==> src/rtl/xlink_pkg.sv <==
// Shared types for the interprocessor word link.
// Assumes: op codes are fixed by the host command decoder.
package xlink_pkg;
    typedef enum logic [3:0] {
        OP_NOP   = 4'd0,
        OP_OUT   = 4'd1,
        OP_LOAD  = 4'd2,
        OP_MERGE = 4'd3,
        OP_SETC  = 4'd4,
        OP_CLRC  = 4'd5,
        OP_SETF  = 4'd6,
        OP_SKPC  = 4'd7,
        OP_SKPS  = 4'd8,
        OP_CRS   = 4'd9
    } xl_op_e;

    typedef enum logic [1:0] {
        TX_IDLE = 2'd0,
        TX_HI   = 2'd1,
        TX_LO   = 2'd2
    } xl_tx_e;
endpackage

==> src/rtl/xlink_card.sv <==
// One I/O channel card: host command decode, buffers and the
// control/command/flag/flag-buffer/service-request flip-flops.
// Assumes: at most one host op per cycle; in_load marks a complete word
// arriving from the link or from the partner card in loopback.
module xlink_card
    import xlink_pkg::*;
#(
    parameter int W = 16
) (
    input  logic         clk,
    input  logic         rst_n,
    input  xl_op_e       op,
    input  logic         hc,
    input  logic [W-1:0] wdata,
    output logic [W-1:0] rdata,
    output logic         skip,
    input  logic         in_load,
    input  logic         in_clr_cmd,
    input  logic [W-1:0] in_word,
    output logic         stc_o,
    output logic [W-1:0] obuf_o,
    output logic         flag_o,
    output logic         srq_o,
    output logic         irq_o,
    output logic         ctl_o,
    output logic         cmd_o
);
    logic         ctl_q, cmd_q, flg_q, fbf_q, srq_q;
    logic [W-1:0] ibuf_q, obuf_q;

    // Card state update: host op first, then flag-clear modifier, then arrival.
    always_ff @(posedge clk) begin
        if (!rst_n) begin
            ctl_q  <= 1'b0;
            cmd_q  <= 1'b0;
            flg_q  <= 1'b1;
            fbf_q  <= 1'b1;
            srq_q  <= 1'b1;
            ibuf_q <= '0;
            obuf_q <= '0;
        end else begin
            case (op)
                OP_OUT:  obuf_q <= wdata;
                OP_SETC: begin ctl_q <= 1'b1; cmd_q <= 1'b1; end
                OP_CLRC, OP_CRS: begin ctl_q <= 1'b0; cmd_q <= 1'b0; end
                OP_SETF: begin flg_q <= 1'b1; fbf_q <= 1'b1; srq_q <= 1'b1; end
                default: ;
            endcase
            if (hc) begin
                flg_q <= 1'b0;
                fbf_q <= 1'b0;
                srq_q <= 1'b0;
            end
            if (in_load) begin
                ibuf_q <= in_word;
                flg_q  <= 1'b1;
                fbf_q  <= 1'b1;
                srq_q  <= 1'b1;
                if (in_clr_cmd) cmd_q <= 1'b0;
            end
        end
    end

    // Host read path and skip test, valid in the cycle of the op.
    always_comb begin
        rdata = '0;
        if (op == OP_LOAD)  rdata = ibuf_q;
        if (op == OP_MERGE) rdata = wdata | ibuf_q;
        skip = ((op == OP_SKPC) && !flg_q) || ((op == OP_SKPS) && flg_q);
    end

    assign stc_o  = (op == OP_SETC);
    assign obuf_o = obuf_q;
    assign flag_o = flg_q;
    assign srq_o  = srq_q;
    assign ctl_o  = ctl_q;
    assign cmd_o  = cmd_q;
    assign irq_o  = ctl_q && flg_q && fbf_q;

    AST_SRQ_TRACKS_FLAG: assert property (@(posedge clk) disable iff (!rst_n)
        srq_q == flg_q);
    AST_SETC_RAISES: assert property (@(posedge clk) disable iff (!rst_n)
        (op == OP_SETC && !in_load) |=> (ctl_q && cmd_q));
    AST_CRS_DROPS_CTL: assert property (@(posedge clk) disable iff (!rst_n)
        (op == OP_CRS) |=> (!ctl_q && !cmd_q));
    AST_CRS_FLAG_KEPT: assert property (@(posedge clk) disable iff (!rst_n)
        (op == OP_CRS && !hc && !in_load) |=> (flg_q == $past(flg_q)));
    AST_HC_CLEARS_FLAG: assert property (@(posedge clk) disable iff (!rst_n)
        (hc && !in_load) |=> !flg_q);
    AST_WORD_LANDS: assert property (@(posedge clk) disable iff (!rst_n)
        in_load |=> (flg_q && ibuf_q == $past(in_word)));
endmodule

==> src/rtl/xlink_tx_ser.sv <==
// Transmit sequencer: sends a word as two bytes, high byte first,
// over a valid/ready link. Assumes start pulses are dropped while busy.
module xlink_tx_ser
    import xlink_pkg::*;
#(
    parameter int W = 16
) (
    input  logic           clk,
    input  logic           rst_n,
    input  logic           start,
    input  logic [W-1:0]   word,
    output logic           tx_valid,
    input  logic           tx_ready,
    output logic [W/2-1:0] tx_byte
);
    localparam int B = W / 2;

    xl_tx_e       st_q;
    logic [W-1:0] word_q;

    // Byte sequencing: idle -> high byte -> low byte -> idle.
    always_ff @(posedge clk) begin
        if (!rst_n) begin
            st_q   <= TX_IDLE;
            word_q <= '0;
        end else begin
            case (st_q)
                TX_IDLE: if (start) begin
                    word_q <= word;
                    st_q   <= TX_HI;
                end
                TX_HI:   if (tx_ready) st_q <= TX_LO;
                TX_LO:   if (tx_ready) st_q <= TX_IDLE;
                default: st_q <= TX_IDLE;
            endcase
        end
    end

    assign tx_valid = (st_q != TX_IDLE);
    assign tx_byte  = (st_q == TX_HI) ? word_q[W-1 -: B] : word_q[B-1:0];

    AST_TX_BYTE_HELD: assert property (@(posedge clk) disable iff (!rst_n)
        (tx_valid && !tx_ready) |=> (tx_valid && $stable(tx_byte)));
endmodule

==> src/rtl/xlink_rx_asm.sv <==
// Receive assembler: pairs incoming bytes into a word through a
// holdover register. Assumes accept low means the link is bypassed.
module xlink_rx_asm #(
    parameter int W = 16
) (
    input  logic           clk,
    input  logic           rst_n,
    input  logic           accept,
    input  logic           rx_valid,
    output logic           rx_ready,
    input  logic [W/2-1:0] rx_byte,
    output logic           word_valid,
    output logic [W-1:0]   word
);
    localparam int B = W / 2;

    logic         holding_q;
    logic [B-1:0] hold_q;
    logic         fire;

    assign rx_ready = accept;
    assign fire     = rx_valid && accept;

    // Holdover: first byte parks here, second byte completes the word.
    always_ff @(posedge clk) begin
        if (!rst_n) begin
            holding_q <= 1'b0;
            hold_q    <= '0;
        end else if (fire) begin
            if (holding_q) begin
                holding_q <= 1'b0;
            end else begin
                hold_q    <= rx_byte;
                holding_q <= 1'b1;
            end
        end
    end

    assign word_valid = fire && holding_q;
    assign word       = {hold_q, rx_byte};

    AST_RX_FIRST_HELD: assert property (@(posedge clk) disable iff (!rst_n)
        (fire && !holding_q) |=> holding_q);
    AST_RX_PAIR_DONE: assert property (@(posedge clk) disable iff (!rst_n)
        word_valid |=> !holding_q);
endmodule

==> src/rtl/xlink_top.sv <==
// Interprocessor word link: card 0 sends, card 1 receives; loopback
// mode joins the two cards without the byte link.
// Assumes: the far processor's link is attached to tx_* and rx_*.
module xlink_top
    import xlink_pkg::*;
#(
    parameter int W = 16
) (
    input  logic                clk,
    input  logic                rst_n,
    input  logic                diag_mode,
    input  logic [1:0][3:0]     host_op,
    input  logic [1:0]          host_hc,
    input  logic [1:0][W-1:0]   host_wdata,
    output logic [1:0][W-1:0]   host_rdata,
    output logic [1:0]          host_skip,
    output logic [1:0]          flag,
    output logic [1:0]          srq,
    output logic [1:0]          irq,
    output logic [1:0]          ctl,
    output logic [1:0]          cmd,
    output logic                tx_valid,
    input  logic                tx_ready,
    output logic [W/2-1:0]      tx_byte,
    input  logic                rx_valid,
    output logic                rx_ready,
    input  logic [W/2-1:0]      rx_byte
);
    localparam int NCARD = 2;

    logic [NCARD-1:0]        stc;
    logic [NCARD-1:0][W-1:0] obuf;
    logic [NCARD-1:0]        ld;
    logic [NCARD-1:0]        ld_clr_cmd;
    logic [NCARD-1:0][W-1:0] ld_word;
    logic                    asm_valid;
    logic [W-1:0]            asm_word;

    generate
        for (genvar k = 0; k < NCARD; k++) begin : g_card
            if (k == 0) begin : g_send
                // Sending card only receives in loopback.
                assign ld[k]         = diag_mode && stc[1];
                assign ld_clr_cmd[k] = 1'b0;
                assign ld_word[k]    = obuf[1];
            end else begin : g_recv
                // Receiving card takes link words, or the partner in loopback.
                assign ld[k]         = diag_mode ? stc[0] : asm_valid;
                assign ld_clr_cmd[k] = !diag_mode;
                assign ld_word[k]    = diag_mode ? obuf[0] : asm_word;
            end

            xlink_card #(.W(W)) u_card (
                .clk        (clk),
                .rst_n      (rst_n),
                .op         (xl_op_e'(host_op[k])),
                .hc         (host_hc[k]),
                .wdata      (host_wdata[k]),
                .rdata      (host_rdata[k]),
                .skip       (host_skip[k]),
                .in_load    (ld[k]),
                .in_clr_cmd (ld_clr_cmd[k]),
                .in_word    (ld_word[k]),
                .stc_o      (stc[k]),
                .obuf_o     (obuf[k]),
                .flag_o     (flag[k]),
                .srq_o      (srq[k]),
                .irq_o      (irq[k]),
                .ctl_o      (ctl[k]),
                .cmd_o      (cmd[k])
            );
        end
    endgenerate

    xlink_tx_ser #(.W(W)) u_tx (
        .clk      (clk),
        .rst_n    (rst_n),
        .start    (stc[0] && !diag_mode),
        .word     (obuf[0]),
        .tx_valid (tx_valid),
        .tx_ready (tx_ready),
        .tx_byte  (tx_byte)
    );

    xlink_rx_asm #(.W(W)) u_rx (
        .clk        (clk),
        .rst_n      (rst_n),
        .accept     (!diag_mode),
        .rx_valid   (rx_valid),
        .rx_ready   (rx_ready),
        .rx_byte    (rx_byte),
        .word_valid (asm_valid),
        .word       (asm_word)
    );

    AST_DIAG_NO_INTAKE: assert property (@(posedge clk) disable iff (!rst_n)
        diag_mode |-> !rx_ready);
endmodule

==> config.mk <==
export PLATFORM = sky130hd
export DESIGN_NAME = xlink_top
export DESIGN_NICKNAME = d
export VERILOG_FILES = /design/src/rtl/xlink_pkg.sv /design/src/rtl/xlink_card.sv /design/src/rtl/xlink_tx_ser.sv /design/src/rtl/xlink_rx_asm.sv /design/src/rtl/xlink_top.sv
export SDC_FILE = /design/constraint.sdc
export NUM_CORES = 1
export LEC_CHECK = 0
export BUFFER_PORTS_ARGS = -buffer_cell sky130_fd_sc_hd__buf_4
export CORE_AREA = 2 2 113 115
export CTS_CLUSTER_SIZE = 30
export DETAILED_ROUTE_END_ITERATION = 10
export DIE_AREA = 0 0 115 117
export PLACE_DENSITY_LB_ADDON = 0.1
export SLEW_MARGIN = 20
export SYNTH_ARGS = -nofsm -noshare
export SYNTH_HDL_FRONTEND = slang
export SYNTH_HIERARCHICAL = 1
export SYNTH_SLANG_ARGS = --single-unit
==> constraint.sdc <==
create_clock -name clk -period 3.1 [get_ports clk]
set_input_delay 0.62 -clock clk [delete_from_list [all_inputs] [get_ports clk]]
set_output_delay 0.62 -clock clk [all_outputs]
set_load 0.01 [all_outputs]
==> qor.tcl <==
set qor(clock_sink_count) 97
set qor(finalCoreUtilization_pct) 47.2
set qor(place.port_buffers) 108
set qor(drt_pre_antenna_iters) 4
set qor(worst_hold_path_type) {flop to flop}
set qor(setup_ws_ns) 0.697
set qor(fin_crit_sh_pct) 77.5
set qor(worstPathRequired_ns) 2.48
set qor(synth_enable_flop_cells) 0
set qor(postSynthRegisterBits) 97
set qor(path_max_fanout) 14
set qor(depth_of_the_worst_register_to_register_path) 4
set qor(drt-initial-drc-count) 202
set qor(timing_max_transition_violations_final) 0
set qor(via_count_of_the_first_global_routing_pass) 3515
set qor(worstPathArrival_ns) 1.78
set qor(crit-reg2reg-launch) {u_rx/holding_q}
set qor(timing.fmax_ghz) 0.416
set qor(timing.critical_path.mode_cell) {sky130_fd_sc_hd__buf_4}
set qor(grt_usage_pct) 18.8
set qor(layout_overhead_on_the_synthesized_area_pct) 21.8
set qor(slowest_stage) {sky130_fd_sc_hd__nor4bb_2}
set qor(finalSetupViolations) 0
set qor(postPlaceCellArea_mm2) 0.00550
set qor(leakage_nw) 2.25
set qor(synthesis.area_mm2) 0.00477
set qor(die_h_um) 117
set qor(critPathMaxStageDelay_ns) 0.38
set qor(worst_setup_path_startpoint) {host_op[1]}
set qor(post_cts_resized) 0
set qor(post-route-drc-count) 0
set qor(hpwl_after_detailed_placement_um) 9190
set qor(totalNegativeSetupSlack_ns) 0
set qor(yosysSeqAreaShare_pct) 40.7
set qor(maximum_number_of_pins_on_one_net_before_global_route_repair) 75
set qor(cellPowerDensity_mw_per_mm2) 468
set qor(synth_warnings) 6
set qor(worst_hold_path.num_cells) 2
set qor(die_area_mm2) 0.0135
set qor(wirelength_um) 12300
set qor(post_layout_cell_count) 759
set qor(worstPathCellList) {buf_4, nor4bb_2, buf_4, a21oi_1, nor2_1, buf_4}
set qor(first_pass_grt_wire_length_um) 19200
set qor(r2r_slack_ns) 1.83
set qor(leading_cell_type_by_number_of_instances_after_synthesis) {sky130_fd_sc_hd__nand2_1}
set qor(global_route.overflow_total) 0
set qor(worst_setup_path_endpoint) {host_rdata[6]}
set qor(r2r-end) {g_card[1].u_card/ibuf_q[0]}
set qor(postSynthAreaPerCell_um2) 9.07
set qor(die_w_um) 115
set qor(core_area_mm2) 0.0123
set qor(std_cell_rows) 41
set qor(max-vdd-ir-drop_v) 0.000280
set qor(postCtsHoldBufs) 0
set qor(netlist_top_cells_count) {sky130_fd_sc_hd__nand2_1 (120), sky130_fd_sc_hd__dfxtp_1 (97), sky130_fd_sc_hd__mux2i_1 (56)}
set qor(synth.lib_cells_used.distinct) 36
set qor(cts.path.max_buffers) 2
set qor(timing.max_cap.violations) 0
set qor(htree_num_levels) 3
set qor(worst_setup_path_start_kind) {primary input}
set qor(diodes) 0
set qor(clk_transition_reported_paths_ns) 0.07
set qor(ctsRootBufferMaster) {sky130_fd_sc_hd__clkbuf_16}
set qor(tightest_slew_ns) 0.822
set qor(setup.worst_path.class) {primary input to primary output}
set qor(design_power_total_mw) 2.72
set qor(rsz0062_at_grt) {no}
set qor(ioPinCount) 109
set qor(outcome) {complete, no violations}
set qor(place_inst) 743
set qor(holdWs_ns) 0.456
set qor(highest_layer) {met4}
set qor(post_cts.repair.setup_buffers) 0
set qor(synthFlopType) {sky130_fd_sc_hd__dfxtp_1}
set qor(netlist_top_cells_area) {sky130_fd_sc_hd__dfxtp_1 (41%), sky130_fd_sc_hd__mux2i_1 (12%), sky130_fd_sc_hd__nand2_1 (9.4%)}
set qor(final_layout_size_suffix_gt1_share_pct) 26.4
set qor(postSynth.asyncResetShare_pct) 0
set qor(maxSlewHeadroom_pct) 45.0
set qor(post_placement_setup_slack_ns) 0.693
set qor(gp_congestion) 0.866
set qor(clock_skews_ns) 0.00590
set qor(nets) 659
set qor(initial_utilization_pct) 38.8
set qor(yosysTopAreaCellShare_pct) 40.7
set qor(detailroute.wirelength.met3_um) 563
set qor(routed-via-count) 3720
set qor(route.met2.wl_um) 5340
set qor(met1_length_um) 6190
set qor(finish.instance_area_mm2) 0.00582
set qor(net_count_of_the_mapped_netlist) 581
set qor(cts_tree) {yes}
set qor(clk_latency_ns) 0.35
set qor(synthCells) 526
set qor(antenna_left) 0
set qor(final_hold_viol_count) 0
set qor(wl_per_cell_um) 16.2
set qor(endpoint_class_of_the_critical_path) {primary output}
set qor(number_of_antenna_violations_at_the_first_check_in_global_routing) 0
set qor(yosysTopAreaCell) {sky130_fd_sc_hd__dfxtp_1}
set qor(min_period_ns) 2.40
set qor(tritoncts_buffers) 9
set qor(vias_per_cell) 4.90
## critical path: cells and delay by family
family                 cells  cell delay, ns
buffers and inverters      3            0.56
AND/OR/NAND/NOR            2            0.49
AO/OA/AOI/OAI              1            0.10
## report_power, final
| group | leakage (nW) | internal, mW | total, mW | switching (mW) |
|---|---|---|---|---|
| clock | 0.152 | 0.703 | 1.18 | 0.478 |
| combinational | 1.31 | 0.128 | 0.254 | 0.126 |
| sequential | 0.785 | 1.27 | 1.29 | 0.0185 |
| total | 2.25 | 2.10 | 2.72 | 0.622 |
## flip-flops by register name, summed over array words and instances, names as in the netlist
register / count
g_card.u_card/ibuf_q: 32
g_card.u_card/srq_o: 2
u_tx/word_q: 16
g_card.u_card/obuf_o: 32
u_tx/st_q: 2
u_rx/holding_q: 1
u_rx/hold_q: 8
g_card.u_card/ctl_o: 2
g_card.u_card/cmd_o: 2
## layer usage
metal	global-route usage, %	up-vias
met3	4.17	11
met4	6.35	0
met1	26.8	1727
li1	-	1901
met2	28.1	81
met5	0	-
## cells in the final DEF (no fill, tap or decap), types with 2 or more instances in the layout
cell	count
sky130_fd_sc_hd__nand2b_1	3
sky130_fd_sc_hd__mux2i_1	56
sky130_fd_sc_hd__dfxtp_1	97
sky130_fd_sc_hd__clkbuf_16	9
sky130_fd_sc_hd__inv_1	2
sky130_fd_sc_hd__and2_1	3
sky130_fd_sc_hd__o31ai_1	2
sky130_fd_sc_hd__bufinv_16	2
sky130_fd_sc_hd__clkinv_2	3
sky130_fd_sc_hd__or4b_1	2
sky130_fd_sc_hd__o2111a_1	2
sky130_fd_sc_hd__a21boi_1	20
sky130_fd_sc_hd__a21boi_0	13
sky130_fd_sc_hd__nand3b_1	3
sky130_fd_sc_hd__nor3_1	2
sky130_fd_sc_hd__nor2_1	39
sky130_fd_sc_hd__a21oi_1	35
sky130_fd_sc_hd__nor4bb_2	2
sky130_fd_sc_hd__nor4bb_1	2
sky130_fd_sc_hd__mux2_4	25
sky130_fd_sc_hd__nor4b_4	2
sky130_fd_sc_hd__o211a_1	2
sky130_fd_sc_hd__nor2b_1	35
sky130_fd_sc_hd__nand2_1	120
sky130_fd_sc_hd__buf_4	114
sky130_fd_sc_hd__or4_1	2
sky130_fd_sc_hd__o21ai_0	2
## worst min-delay path by stage
stage	to	from	slack [ns]
after floorplan	u_rx/hold_q[0]	u_rx/hold_q[0]	0.43
after global placement	g_card[1].u_card/obuf_o[8]	g_card[1].u_card/obuf_o[8]	0.44
after detailed placement	g_card[1].u_card/obuf_o[8]	g_card[1].u_card/obuf_o[8]	0.45
after CTS	g_card[1].u_card/srq_o	host_hc[1]	0.45
after global routing	g_card[1].u_card/srq_o	host_hc[1]	0.45
final	g_card[1].u_card/obuf_o[8]	g_card[1].u_card/obuf_o[8]	0.46
## cell families after synthesis
logic type | Yosys count | synth area share [%]
and+or+nand+nor | 220 | 22.0
DFF | 97 | 40.7
muxes | 81 | 19.6
AOI/OAI and AO/OA | 78 | 10.6
buffers and inverters | 49 | 6.97
other | 1 | 0.0786
## layout make-up
type / count / area (um2)
well taps: 150 / 188
fillers: 1261 / 6500
clock buffers: 10 / 229
repair buffers: 114 / 856
multi-input cells: 380 / 2510
clock inverters: 6 / 82.6
inverters: 2 / 7.51
flip-flops and latches: 97 / 1940
Power figures use the tool's default switching activity.
